**src/rtl/lsrx_pkg.sv**
```systemverilog
package lsrx_pkg;
    localparam int BYTE_W    = 8;
    localparam int STUFF_RUN = 6;

    typedef enum logic [2:0] {
        ST_HUNT,   // waiting for idle J
        ST_WAITK,  // waiting for the first J-to-K edge
        ST_SYNC,   // following the sync field
        ST_DATA,   // receiving payload bits
        ST_DRAIN   // aborted, waiting for the line to go SE0
    } rx_state_e;

    typedef struct packed {
        logic start;
        logic valid;
        logic fin;
        logic ovf;
        logic err;
    } rx_evt_t;

    function automatic logic is_j(input logic dp, input logic dm);
        return dm & ~dp;
    endfunction

    function automatic logic is_k(input logic dp, input logic dm);
        return dp & ~dm;
    endfunction

    function automatic logic is_se0(input logic dp, input logic dm);
        return ~dp & ~dm;
    endfunction
endpackage

```
**src/rtl/lsrx_sync.sv**
```systemverilog
module lsrx_sync #(
    parameter int          W       = 2,
    parameter int          STAGES  = 2,
    parameter logic [W-1:0] RST_VAL = '0
) (
    input  logic         clk,
    input  logic         rst,
    input  logic [W-1:0] d_in,
    output logic [W-1:0] d_out
);
    logic [W-1:0] stage_q [STAGES];

    for (genvar g = 0; g < STAGES; g++) begin : g_stage
        always_ff @(posedge clk) begin
            if (rst) stage_q[g] <= RST_VAL;
            else     stage_q[g] <= (g == 0) ? d_in : stage_q[(g == 0) ? 0 : g - 1];
        end
    end

    assign d_out = stage_q[STAGES-1];
endmodule

```
**src/rtl/lsrx_phase.sv**
```systemverilog
module lsrx_phase #(
    parameter  int TICKS = 8,
    localparam int PH_W  = $clog2(TICKS),
    localparam int HALF  = TICKS / 2
) (
    input  logic clk,
    input  logic rst,
    input  logic line_in,
    output logic edge_o,
    output logic samp_o
);
    logic            line_d;
    logic [PH_W-1:0] ph_q;

    assign edge_o = line_in ^ line_d;
    assign samp_o = (ph_q == PH_W'(HALF));

    always_ff @(posedge clk) begin
        if (rst) begin
            line_d <= 1'b1;
            ph_q   <= '0;
        end else begin
            line_d <= line_in;
            if (edge_o)                      ph_q <= PH_W'(1);
            else if (ph_q == PH_W'(TICKS-1)) ph_q <= '0;
            else                             ph_q <= ph_q + 1'b1;
        end
    end
endmodule

```
**src/rtl/lsrx_unpack.sv**
```systemverilog
module lsrx_unpack
    import lsrx_pkg::*;
(
    input  logic              clk,
    input  logic              rst,
    input  logic              clr,
    input  logic              bit_stb,
    input  logic              bit_val,
    output logic              byte_done,
    output logic [BYTE_W-1:0] byte_o,
    output logic [BYTE_W-1:0] part_buf,
    output logic [2:0]        part_n
);
    logic [2:0]        ones_q;
    logic [2:0]        idx_q;
    logic [BYTE_W-1:0] buf_q;

    assign part_buf = buf_q;
    assign part_n   = idx_q;

    always_ff @(posedge clk) begin
        if (rst) begin
            ones_q <= '0; idx_q <= '0; buf_q <= '0;
            byte_done <= 1'b0; byte_o <= '0;
        end else if (clr) begin
            ones_q <= '0; idx_q <= '0; buf_q <= '0;
            byte_done <= 1'b0;
        end else begin
            byte_done <= 1'b0;
            if (bit_stb) begin
                if (ones_q == 3'(STUFF_RUN)) begin
                    ones_q <= '0;
                end else begin
                    ones_q <= bit_val ? ones_q + 1'b1 : 3'd0;
                    if (idx_q == 3'd7) begin
                        byte_o    <= {bit_val, buf_q[6:0]};
                        byte_done <= 1'b1;
                        buf_q     <= '0;
                        idx_q     <= '0;
                    end else begin
                        buf_q[idx_q] <= bit_val;
                        idx_q        <= idx_q + 1'b1;
                    end
                end
            end
        end
    end
endmodule

```
**src/rtl/lsrx_top.sv**
```systemverilog
module lsrx_top
    import lsrx_pkg::*;
#(
    parameter  int TICKS     = 8,
    parameter  int MAX_BYTES = 8,
    localparam int CNT_W     = $clog2(MAX_BYTES + 1)
) (
    input  logic              clk,
    input  logic              rst,
    input  logic              usb_dp,
    input  logic              usb_dm,
    output logic              rx_start,
    output logic              rx_valid,
    output logic [BYTE_W-1:0] rx_byte,
    output logic              rx_end,
    output logic [CNT_W-1:0]  rx_count,
    output logic              rx_ovf,
    output logic              rx_err
);
    logic [1:0] line_s;
    logic       dp_s, dm_s, dm_edge, samp;

    lsrx_sync #(.W(2), .STAGES(2), .RST_VAL(2'b01)) sync_i (
        .clk(clk), .rst(rst), .d_in({usb_dp, usb_dm}), .d_out(line_s));
    assign dp_s = line_s[1];
    assign dm_s = line_s[0];

    lsrx_phase #(.TICKS(TICKS)) phase_i (
        .clk(clk), .rst(rst), .line_in(dm_s), .edge_o(dm_edge), .samp_o(samp));

    rx_state_e         state_q;
    rx_evt_t           evt_q;
    logic              prev_q, pend_q, dp_hi_q;
    logic [CNT_W-1:0]  left_q, total_q, count_q;
    logic [BYTE_W-1:0] byte_q;

    logic              se0_now, dp_seen, bit_stb, bit_val, up_clr, up_done;
    logic [BYTE_W-1:0] up_byte, part_buf;
    logic [2:0]        part_n;

    assign se0_now = is_se0(dp_s, dm_s);
    assign dp_seen = dp_hi_q | dp_s;
    assign bit_stb = (state_q == ST_DATA) && samp && !pend_q && !se0_now;
    assign bit_val = (dm_s == prev_q);
    assign up_clr  = (state_q != ST_DATA);

    lsrx_unpack unpack_i (
        .clk(clk), .rst(rst), .clr(up_clr), .bit_stb(bit_stb), .bit_val(bit_val),
        .byte_done(up_done), .byte_o(up_byte), .part_buf(part_buf), .part_n(part_n));

    always_ff @(posedge clk) begin
        if (rst) begin
            state_q <= ST_HUNT;
            evt_q   <= '0;
            prev_q  <= 1'b1;
            pend_q  <= 1'b0;
            dp_hi_q <= 1'b0;
            left_q  <= CNT_W'(MAX_BYTES);
            total_q <= '0;
            count_q <= '0;
            byte_q  <= '0;
        end else begin
            evt_q   <= '0;
            dp_hi_q <= samp ? 1'b0 : dp_seen;
            unique case (state_q)
                ST_HUNT:  if (is_j(dp_s, dm_s)) state_q <= ST_WAITK;
                ST_WAITK: if (dm_edge && is_k(dp_s, dm_s)) begin
                    state_q <= ST_SYNC;
                    prev_q  <= 1'b1;
                end
                ST_SYNC: if (samp) begin
                    prev_q <= dm_s;
                    if (se0_now) state_q <= ST_HUNT;
                    else if (!dm_s && !prev_q) begin
                        state_q     <= ST_DATA;
                        evt_q.start <= 1'b1;
                        left_q      <= CNT_W'(MAX_BYTES);
                        total_q     <= '0;
                        pend_q      <= 1'b0;
                    end else if (dm_s && prev_q) state_q <= ST_WAITK;
                end
                ST_DATA: begin
                    if (up_done) begin
                        if (left_q == '0) begin
                            evt_q.ovf <= 1'b1;
                            state_q   <= ST_DRAIN;
                        end else begin
                            evt_q.valid <= 1'b1;
                            byte_q      <= up_byte;
                            left_q      <= left_q - 1'b1;
                            total_q     <= total_q + 1'b1;
                        end
                    end
                    if (samp) begin
                        if (pend_q) begin
                            pend_q  <= 1'b0;
                            state_q <= ST_HUNT;
                            if (se0_now && !dp_seen) begin
                                if (part_n == 3'd0) begin
                                    evt_q.fin <= 1'b1;
                                    count_q   <= total_q;
                                end else if (left_q == '0) begin
                                    evt_q.ovf <= 1'b1;
                                end else begin
                                    evt_q.valid <= 1'b1;
                                    evt_q.fin   <= 1'b1;
                                    byte_q      <= part_buf;
                                    count_q     <= total_q + 1'b1;
                                end
                            end else begin
                                evt_q.err <= 1'b1;
                            end
                        end else if (se0_now) begin
                            pend_q <= 1'b1;
                        end else begin
                            prev_q <= dm_s;
                        end
                    end
                end
                ST_DRAIN: if (se0_now) state_q <= ST_HUNT;
                default:  state_q <= ST_HUNT;
            endcase
        end
    end

    assign rx_start = evt_q.start;
    assign rx_valid = evt_q.valid;
    assign rx_end   = evt_q.fin;
    assign rx_ovf   = evt_q.ovf;
    assign rx_err   = evt_q.err;
    assign rx_byte  = byte_q;
    assign rx_count = count_q;
endmodule

```
**config.mk**
```make
export PLATFORM = sky130hd
export DESIGN_NAME = lsrx_top
export DESIGN_NICKNAME = d
export VERILOG_FILES = /design/src/rtl/lsrx_pkg.sv /design/src/rtl/lsrx_sync.sv /design/src/rtl/lsrx_phase.sv /design/src/rtl/lsrx_unpack.sv /design/src/rtl/lsrx_top.sv
export SDC_FILE = /design/constraint.sdc
export NUM_CORES = 1
export LEC_CHECK = 0
export ABC_AREA = 1
export BUFFER_PORTS_ARGS = -buffer_cell sky130_fd_sc_hd__buf_2
export CAP_MARGIN = 20
export CORE_ASPECT_RATIO = 0.9
export CORE_MARGIN = 1.5
export CORE_UTILIZATION = 50
export CTS_BUF_LIST = sky130_fd_sc_hd__clkbuf_8
export CTS_CLUSTER_DIAMETER = 50
export CTS_CLUSTER_SIZE = 30
export DETAILED_ROUTE_END_ITERATION = 8
export PLACE_DENSITY = 0.78
export SKIP_CTS_REPAIR_TIMING = 1
export SYNTH_ARGS = -nofsm -noshare
export SYNTH_HDL_FRONTEND = slang
export SYNTH_HIERARCHICAL = 1
export SYNTH_SLANG_ARGS = --single-unit
```
**constraint.sdc**
```tcl
create_clock -name clk -period 2.4 [get_ports clk]
set_input_delay 0.48 -clock clk [delete_from_list [all_inputs] [get_ports clk]]
set_output_delay 0.48 -clock clk [all_outputs]
set_load 0.1 [all_outputs]
```
; ---- Word-level counts from Yosys, hierarchy flattened
; Memories as Yosys holds them, arrays and structs flattened.
; Index checks and enable logic that the tools add are counted.
[totals]
ff_bits = 58
latchBits = 0
ramBits = 4
rom_bits = 0
input_bits = 4
output_inout_bits = 17
n_memories = 1
[classes]
add_sub_neg = 5
mul = 0
div_mod_pow = 0
magnitude_cmp = 2
eq_ne = 23
shifts = 0
mux = 74
n_bitwise = 17
n_reduce_logical = 33
[mem_list]
columns = memory, depth, width, read_ports, rd_ports_with_merged_regs, write_ports, line
row1 = sync_i.stage_q, 2, 2, 2, 0, 2, lsrx_sync.sv:11  ; logic [W-1:0] stage_q [STAGES];
[op_table]
columns = cell, count
row1 = two-way mux 8 bit, 8
row2 = two-way mux 4 bit, 13
row3 = two-way mux 3 bit, 15
row4 = two-way mux 1 bit, 28
row5 = "inequality test 2 bit, second input constant", 10
row6 = case mux 4 bit (2 select lines), 2
row7 = "equality test 3 bit, second input constant", 5
row8 = case mux 3 bit (5 select lines), 1
row9 = AND reduction 5 bit, 3
row10 = AND reduction 6 bit, 2
row11 = OR reduction 4 bit, 3
row12 = inverter 1 bit, 10
row13 = "adder 3 x 1 -> 3 bit, second input constant", 3
row14 = bitwise mux 8 bit, 1
row15 = logical AND 1 bit, 8
row16 = "equality test 3 x 2 -> 1 bit, second input constant", 2
row17 = logical NOT 3 bit, 2
row18 = two-way mux 2 bit, 3
row19 = OR reduction 2 bit, 3
row20 = logical NOT 1 bit, 5
row21 = OR reduction 5 bit, 1
row22 = "adder 4 x 1 -> 4 bit, second input constant", 1
row23 = logical NOT 4 bit, 1
row24 = "< comparator 3 x 4 -> 1 bit, second input constant", 1
row25 = other kinds (18), 23

; ---- Logic depth before layout (Yosys ltp)
; Gate-level depths: netlist of run 1.
[logic_depth]
ltp_word = 8
mapped_depth = 13
ltp_nobuf = 13

; ---- By module
; The synthesis of run 1 kept the hierarchy.
[by_module_without_submodules]
columns = mod, n_inst, cells_per_inst, area_per_inst_um2, seq_area_each_um2
row1 = lsrx_top, 1, 271, 1819.2, 620.6
row2 = lsrx_unpack, 1, 174, 1157.4, 460.4
row3 = lsrx_phase, 1, 27, 196.4, 80.1
row4 = lsrx_sync, 1, 13, 113.9, 80.1

; ---- Worst setup path after synthesis of run 1
; No wires, ideal clock.
[synth_path]
kind = reg-to-reg
startpoint = register phase_i.ph_q[0]
endpoint = register unpack_i.byte_o[2]
setup_ns = 0.113
arrival_ns = 1.972
required_time_ns = 2.287
path_slack_ns = 0.315
path_stages_with_launch = 13
path_cell_list = dfxtp_1 inv_1 ha_1 nand2_1 inv_1 inv_2 nor4_1 nand3_2 nor2_4 buf_6 nand2_1 nand2_1 nor2_1
[synth_between]
elab_chain_cells = 5
[synth_rtl]
columns = item, line
row1 = from (decl), lsrx_phase.sv:13  ; logic [PH_W-1:0] ph_q;
row2 = from (signal assigned), lsrx_phase.sv:26  ; else ph_q <= ph_q + 1'b1;
row3 = equality test 3 bit, lsrx_phase.sv:16  ; assign samp_o = (ph_q == PH_W'(HALF));
row4 = named net samp, lsrx_top.sv:21  ; logic dp_s, dm_s, dm_edge, samp;
row5 = logical AND 1 bit (3 in a row), lsrx_top.sv:43  ; assign bit_stb = (state_q == ST_DATA) && samp && !pend_q && !se0_now;
row6 = named net bit_stb, lsrx_top.sv:37  ; logic se0_now, dp_seen, bit_stb, bit_val, up_clr, up_done;
row7 = AND reduction 4 bit (no source line), --
row8 = to (signal assigned), lsrx_unpack.sv:36  ; byte_o <= {bit_val, buf_q[6:0]};
row9 = to (decl), lsrx_unpack.sv:10  ; output logic [BYTE_W-1:0] byte_o,
; The timed path passes the listed nets, and every way through them passes these cells.
; A chain may end at the register's enable or synchronous reset.

; ---- Final worst setup path of run 1
[layout_path]
startpoint = register phase_i.ph_q[0]
endpoint = register unpack_i.buf_q[7] (netlist: unpack_i/part_buf[7])
[layout_between]
elab_chain_cells = 5
[layout_rtl]
columns = item, line
row1 = equality test 3 bit, lsrx_phase.sv:16
row2 = named net samp, lsrx_top.sv:21
row3 = logical AND 1 bit (3 in a row), lsrx_top.sv:43
row4 = named net bit_stb, lsrx_top.sv:37
row5 = AND reduction 2 bit (no source line), --
row6 = "to (signal, indexed assignment)", lsrx_unpack.sv:41  ; buf_q[idx_q] <= bit_val;
row7 = to (decl), lsrx_unpack.sv:16  ; logic [BYTE_W-1:0] buf_q;
; The timed path passes the listed nets, and every way through them passes these cells.

==> flow_summary.toml, run 1 <==
[outcome]
run_status = "completed"

[global_route]
grt.total_usage_pct = 21.6
grt_overflow = 0
number_of_antenna_violations_at_the_first_check_in_global_routing = 0
grt_pass1_wl_um = 11800
largest_net_degree_at_the_start_of_global_routing = 18
number_of_global_route_vias_before_repair = 2724

[floorplan]
floorplan_die_area_um2 = 7070
die-height_um = 79.9
boundaryPins = 21
die_w_um = 88.5
design.core.area_um2 = 6250
fp-row-count = 27
start_util_pct = 52.6

[sta]
finClkSkew_ns = 0.00923
tightest_slew_ns = 0.494
setup-tns-final_ns = 0
max_freq_ghz = 0.460
drv_slew = 0
period_needed_ns = 2.17
finalSetupViolCount = 0
slew_headroom_pct = 67.3
rsz0062_at_grt = "no"
post-route-period-util_pct = 90.6
timing_hold_violations_final = 0

[final_layout]
area.sequential_um2 = 1240
drive_gt1_share_pct = 13.7
share_of_the_core_filled_with_cells_pct = 59.6
nets = 533
insertedDiodeCount = 0
fillerInstances = 552
final_cell_area_um2 = 3730
areaGrowthSynthToFinish_pct = 13.4
multi_input_area_um2 = 1690

[synth]
synth.area.top_cells = "dfxtp_1 (38%), nand2_1 (14%), inv_1 (8.7%)"
asyncSetResetFlopFracSynth_pct = 0
synthDominantCellAreaShare_pct = 37.8
yosysWarnings = 6
yosys.cell_types.count = 35
synth_seq_area_share_pct = 37.8
mappedNetlistArea_um2 = 3290
synthFlopType = "dfxtp_1"
synth_top_cell_by_area = "dfxtp_1"
postSynthNetCount = 503
syn_avg_cell_area_um2 = 6.78
number_of_enable_type_register_cells_in_the_synthesized_netlist = 0
syn_inst = 485
synth-seq-cells = 62

[cts]
clk_pin_slew_worst_paths_ns = 0.07
cts_max_path_buffers = 2
clk-insertion-delay-late_ns = 0.34
numCtsBuffers = 9
clock_root_buffer = "clkbuf_8"
cts_tree = "yes"
cts_htree_levels = 3
clock_sinks = 62

[critical_path]
destination_of_the_worst_register_to_register_timing_path = "unpack_i/part_buf[7]"
r2r_start = "phase_i/ph_q[0]"
max_stage_delay_ns = 0.32
regToRegSetupSlack_ns = 0.23
path_cells = "inv_1 > ha_1 > nand2_1 > inv_1 > inv_2 > nor4_1 > buf_4 > nand2_1 > inv_2 > nand2_1 > nor2_1 > nor2_1"
slowest_stage = "dfxtp_1"
crit_path_end_kind = "flip-flop"
timing.setup.critical_path_class = "reg -> reg"
cpLargestDelayFamily = "simple AND/OR/NAND/NOR gates"
worst-r2r-cell-count = 12
path_max_fanout = 11
critPathBufInv = 5
start_kind = "flip-flop"
cp_common_cell = "nand2_1"
critPathArrivalTime_ns = 2.41
critPathRequiredTime_ns = 2.64

[placed_design]
finalWeightedCongestion = 0.905
half_perimeter_wire_length_after_detailed_placement_um = 4900
count_of_buffers_inserted_at_the_top_level_ports = 20
placedInstanceArea_um2 = 3490

[detailed_routing]
drt_first_pass_iters = 5
drc_errors = 0
routed-via-count = 2952
final_antenna_net_count = 0
detail_route.wirelength_um = 6800
drt-vias-per-instance = 4.86
wl_per_cell_um = 11.2
initialDrtViolationCount = 220

[worst_hold_path]
hold_path_class = "in -> reg"
holdPathEnd = "sync_i/stage_q[0][0]"
worst_hold_path.num_cells = 3
hp-start = "usb_dm"

[power_and_ir_drop]
switching_share_pct = 28.5
net-switching-power_mw = 0.768
share_seq_of_total_power_pct = 41.9
powerDensity_nw_per_um2 = 722
power_leakage_nw = 1.75
pwr-share-clk_pct = 40.6
worst_ir_drop_vdd_uv = 524
fraction_of_power_consumed_by_combinational_cells_pct = 17.5
internal_mw = 1.92

[flow_run]
max-cap-violations = 0
==> state kept, by name, indices dropped and copies added, names as in the netlist <==
signal,cells
rx_ovf,1
state_q,3
phase_i/line_d,1
rx_end,1
rx_valid,1
prev_q,1
rx_count,4
left_q,4
rx_start,1
rx_byte,8
unpack_i/part_buf,8
unpack_i/part_n,3
total_q,4
unpack_i/byte_o,8
unpack_i/ones_q,3
rx_err,1
phase_i/ph_q,3
unpack_i/byte_done,1
dp_hi_q,1
pend_q,1
sync_i/stage_q,4
==> synth_stat cells (3+ instances only) <==
cell type / count
nor2_1: 76
o21ai_0: 16
nand3_2: 4
dfxtp_1: 62
nand4_1: 3
nand2_4: 3
ha_1: 14
inv_1: 76
a21oi_1: 15
nand2_2: 4
xor2_1: 4
nand2_1: 121
inv_2: 5
nor3_1: 10
nor2_2: 7
nand3_1: 40
==> metrics by stage <==
| stage | hold slack (ns) | setup slack (ns) | power, mW | instances |
|---|---|---|---|---|
| 2_1_floorplan | 0.380 | 0.315 | 1.51 | 485 |
| 3_3_place_gp | 0.383 | 0.375 | 1.60 | 591 |
| 3_5_place_dp | 0.394 | 0.267 | 1.61 | 591 |
| 4_1_cts | 0.300 | 0.233 | 2.72 | 607 |
| 5_1_grt | 0.307 | 0.0358 | 2.84 | 607 |
| 6_report | 0.317 | 0.225 | 2.69 | 607 |
==> tightest hold or removal path, stage by stage <==
cell	delay [ns]
buf_2	0.07
inv_1	0.03
nand2_1	0.04
==> area by class of cell <==
cell class,instances,share of cell area (%)
multi-input cells,334,45.2
repair buffers,25,3.69
clock buffers,9,3.32
inverters,83,8.49
well taps,87,2.92
flip-flops and latches,62,33.3
clock inverters,7,3.05
==> metal layers <==
layer  up-vias  wire length, um  GRT usage, %
met4         0               80          7.66
met3        11              359          6.62
li1       1558                -             -
met2        89             3150          34.6
met5         -                0             0
met1      1294             3210          27.2
==> cell families (layout without fill, tap and decap cells) <==
| logic type | after synthesis | in the layout | share of synthesized area [%] |
|---|---|---|---|
| DFF | 62 | 62 | 37.8 |
| buffers and inverters | 89 | 124 | 11.0 |
| AOI/OAI and AO/OA | 36 | 36 | 5.90 |
| xor gates and xnor gates | 5 | 5 | 1.33 |
| adders and majority gates | 14 | 14 | 5.33 |
| and+or+nand+nor | 279 | 279 | 38.7 |
==> how the worst max path moves through the flow <==
stage | from | endpoint | cells after the start
4_1_cts | phase_i/ph_q[0] | unpack_i/part_buf[7] | 12
5_1_grt | phase_i/ph_q[0] | unpack_i/part_buf[5] | 13
3_3_place_gp | phase_i/ph_q[0] | unpack_i/part_buf[7] | 12
3_5_place_dp | phase_i/ph_q[0] | unpack_i/part_buf[7] | 12
6_report | phase_i/ph_q[0] | unpack_i/part_buf[7] | 12
2_1_floorplan | phase_i/ph_q[0] | unpack_i/byte_o[2] | 12
==> power groups by stage <==
stage / Sequential (mW) / Clock, mW / Combinational, mW
final: 1.13 / 1.09 / 0.470
after global routing: 1.13 / 1.17 / 0.538
after CTS: 1.13 / 1.12 / 0.467
after detailed placement: 1.15 / 0 / 0.462
after global placement: 1.15 / 0 / 0.449
after floorplan: 1.14 / 0 / 0.371
==> cell usage in the layout, fill, tap and decap left out, types with 3 or more instances in the layout <==
master / n
a21oi_1: 15
buf_2: 20
buf_4: 5
bufinv_16: 3
clkbuf_8: 9
dfxtp_1: 62
ha_1: 14
inv_1: 77
inv_2: 5
nand2_1: 121
nand2_2: 4
nand2_4: 3
nand3_1: 40
nand3_2: 4
nand4_1: 3
nor2_1: 76
nor2_2: 7
nor3_1: 10
o21ai_0: 16
xor2_1: 4
Note: power is estimated with default switching activity, not from simulation.
==> run 2, diff against run 1 <==
Settings changed: CORE_MARGIN 1.5 to 4.
==> run 2 against run 1 <==
Net effect:
- clock-buffer cell count unchanged
- combinational power hardly changed
- routed wire length up 0.56%
- sequential power hardly changed
- clock skew fell by 0.00094 ns
- die area grew 12%
- global-route usage shrank 2.9 points
- critical endpoint unchanged
- highest routed layer unchanged
==> flow_summary.toml, run 2 (synthesis gave the netlist of run 1 again) <==
[outcome]
run_status = "completed"

[global_route]
grt_overflow = 0
grt.total_usage_pct = 18.7
number_of_global_route_vias_before_repair = 2650
grt_pass1_wl_um = 11900
largest_net_degree_at_the_start_of_global_routing = 18
number_of_antenna_violations_at_the_first_check_in_global_routing = 0

[placed_design]
placedInstanceArea_um2 = 3490
finalWeightedCongestion = 0.872
count_of_buffers_inserted_at_the_top_level_ports = 20
half_perimeter_wire_length_after_detailed_placement_um = 4940

[floorplan]
start_util_pct = 52.6
floorplan_die_area_um2 = 7940
die-height_um = 84.9
design.core.area_um2 = 6250
fp-row-count = 27
boundaryPins = 21
die_w_um = 93.5

[detailed_routing]
drc_errors = 0
detail_route.wirelength_um = 6830
wl_per_cell_um = 11.3
final_antenna_net_count = 0
drt-vias-per-instance = 4.85
drt_first_pass_iters = 4
routed-via-count = 2944
initialDrtViolationCount = 175

[sta]
drv_slew = 0
tightest_slew_ns = 0.492
slew_headroom_pct = 67.4
period_needed_ns = 2.12
rsz0062_at_grt = "no"
max_freq_ghz = 0.473
post-route-period-util_pct = 88.1
setup-tns-final_ns = 0
finalSetupViolCount = 0
finClkSkew_ns = 0.00829
timing_hold_violations_final = 0
hold_slack_ns = 0.313

[final_layout]
layout.cells.most_common_list = "nand2_1 (121), inv_1 (77), nor2_1 (76)"
areaGrowthSynthToFinish_pct = 12.7
drive_gt1_share_pct = 13.7
nets = 533
final_cell_area_um2 = 3700
leading_cell_type_in_the_layout_fill_and_taps_excluded = "nand2_1"
insertedDiodeCount = 0

[cts]
cts_htree_levels = 3
clk-insertion-delay-late_ns = 0.35
clock_sinks = 62
numCtsBuffers = 9
cts_max_path_buffers = 2
clock_root_buffer = "clkbuf_8"
cts_tree = "yes"
clk_pin_slew_worst_paths_ns = 0.07

[worst_hold_path]
hp-start = "usb_dm"
hold_path_class = "in -> reg"

[power_and_ir_drop]
power_leakage_nw = 1.74
powerDensity_nw_per_um2 = 699
worst_ir_drop_vdd_uv = 434

[critical_path]
start_kind = "flip-flop"
path_max_fanout = 11
timing.setup.critical_path_class = "reg -> reg"
r2r_start = "phase_i/ph_q[0]"
critPathRequiredTime_ns = 2.65
cp-startpoint = "phase_i/ph_q[0]"
crit_path_end_kind = "flip-flop"
critPathArrivalTime_ns = 2.36

[flow_run]
max-cap-violations = 0
[run 2: cell types whose count changed in the layout (fill, tap and decap cells not counted), sizes merged]
| cell | change |
|---|---|
| clkinvlp | -1 |
| bufinv | -1 |
| clkinv | +2 |
[run 2: final cells by class]
type / instances / area, um2
fillers: 585 / 2550
multi-input cells: 334 / 1690
flip-flops and latches: 62 / 1240
inverters: 83 / 317
repair buffers: 25 / 138
clock buffers: 9 / 124
well taps: 87 / 109
clock inverters: 7 / 90.1
[run 2: path summary, 6_finish.rpt]
kind	cells after the start	slack, ns	to
worst max-delay path	12	0.28	unpack_i/part_buf[7]
worst max register to register	12	0.28	unpack_i/part_buf[7]
worst min-delay path	3	0.31	sync_i/stage_q[0][0]
worst min register to register	2	0.40	sync_i/stage_q[1][0]
[run 2: metal layers]
layer	vias to the layer above	track usage, %	wire, um
met1	1309	24.3	3240
met5	-	0	0
li1	1559	-	-
met3	8	6.29	328
met4	0	6.79	88
met2	68	28.8	3180
[run 2: through the flow]
step	utilization, %	worst slack [ns]	power (mW)	cells
2_1_floorplan	-	0.315	1.51	485
3_3_place_gp	55.8	0.380	1.60	591
6_report	59.3	0.285	2.59	607
5_1_grt	59.3	0.0214	2.74	607
4_1_cts	59.3	0.281	2.61	607
3_5_place_dp	55.8	0.298	1.61	591
[run 2: power breakdown]
part,total (mW),internal (mW),switching [mW]
combinational,0.470,0.162,0.308
sequential,1.13,1.08,0.0499
clock,0.990,0.578,0.412
total,2.59,1.82,0.770
[run 2: critical path, stage by stage, from the launching register on]
cell     delay [ns]
dfxtp_1        0.32
inv_1          0.07
ha_1           0.14
nand2_1        0.05
inv_1          0.19
inv_2          0.09
nor4_1         0.29
buf_4          0.19
nand2_1        0.21
inv_2          0.22
nand2_1        0.09
nor2_1         0.11
nor2_1         0.05
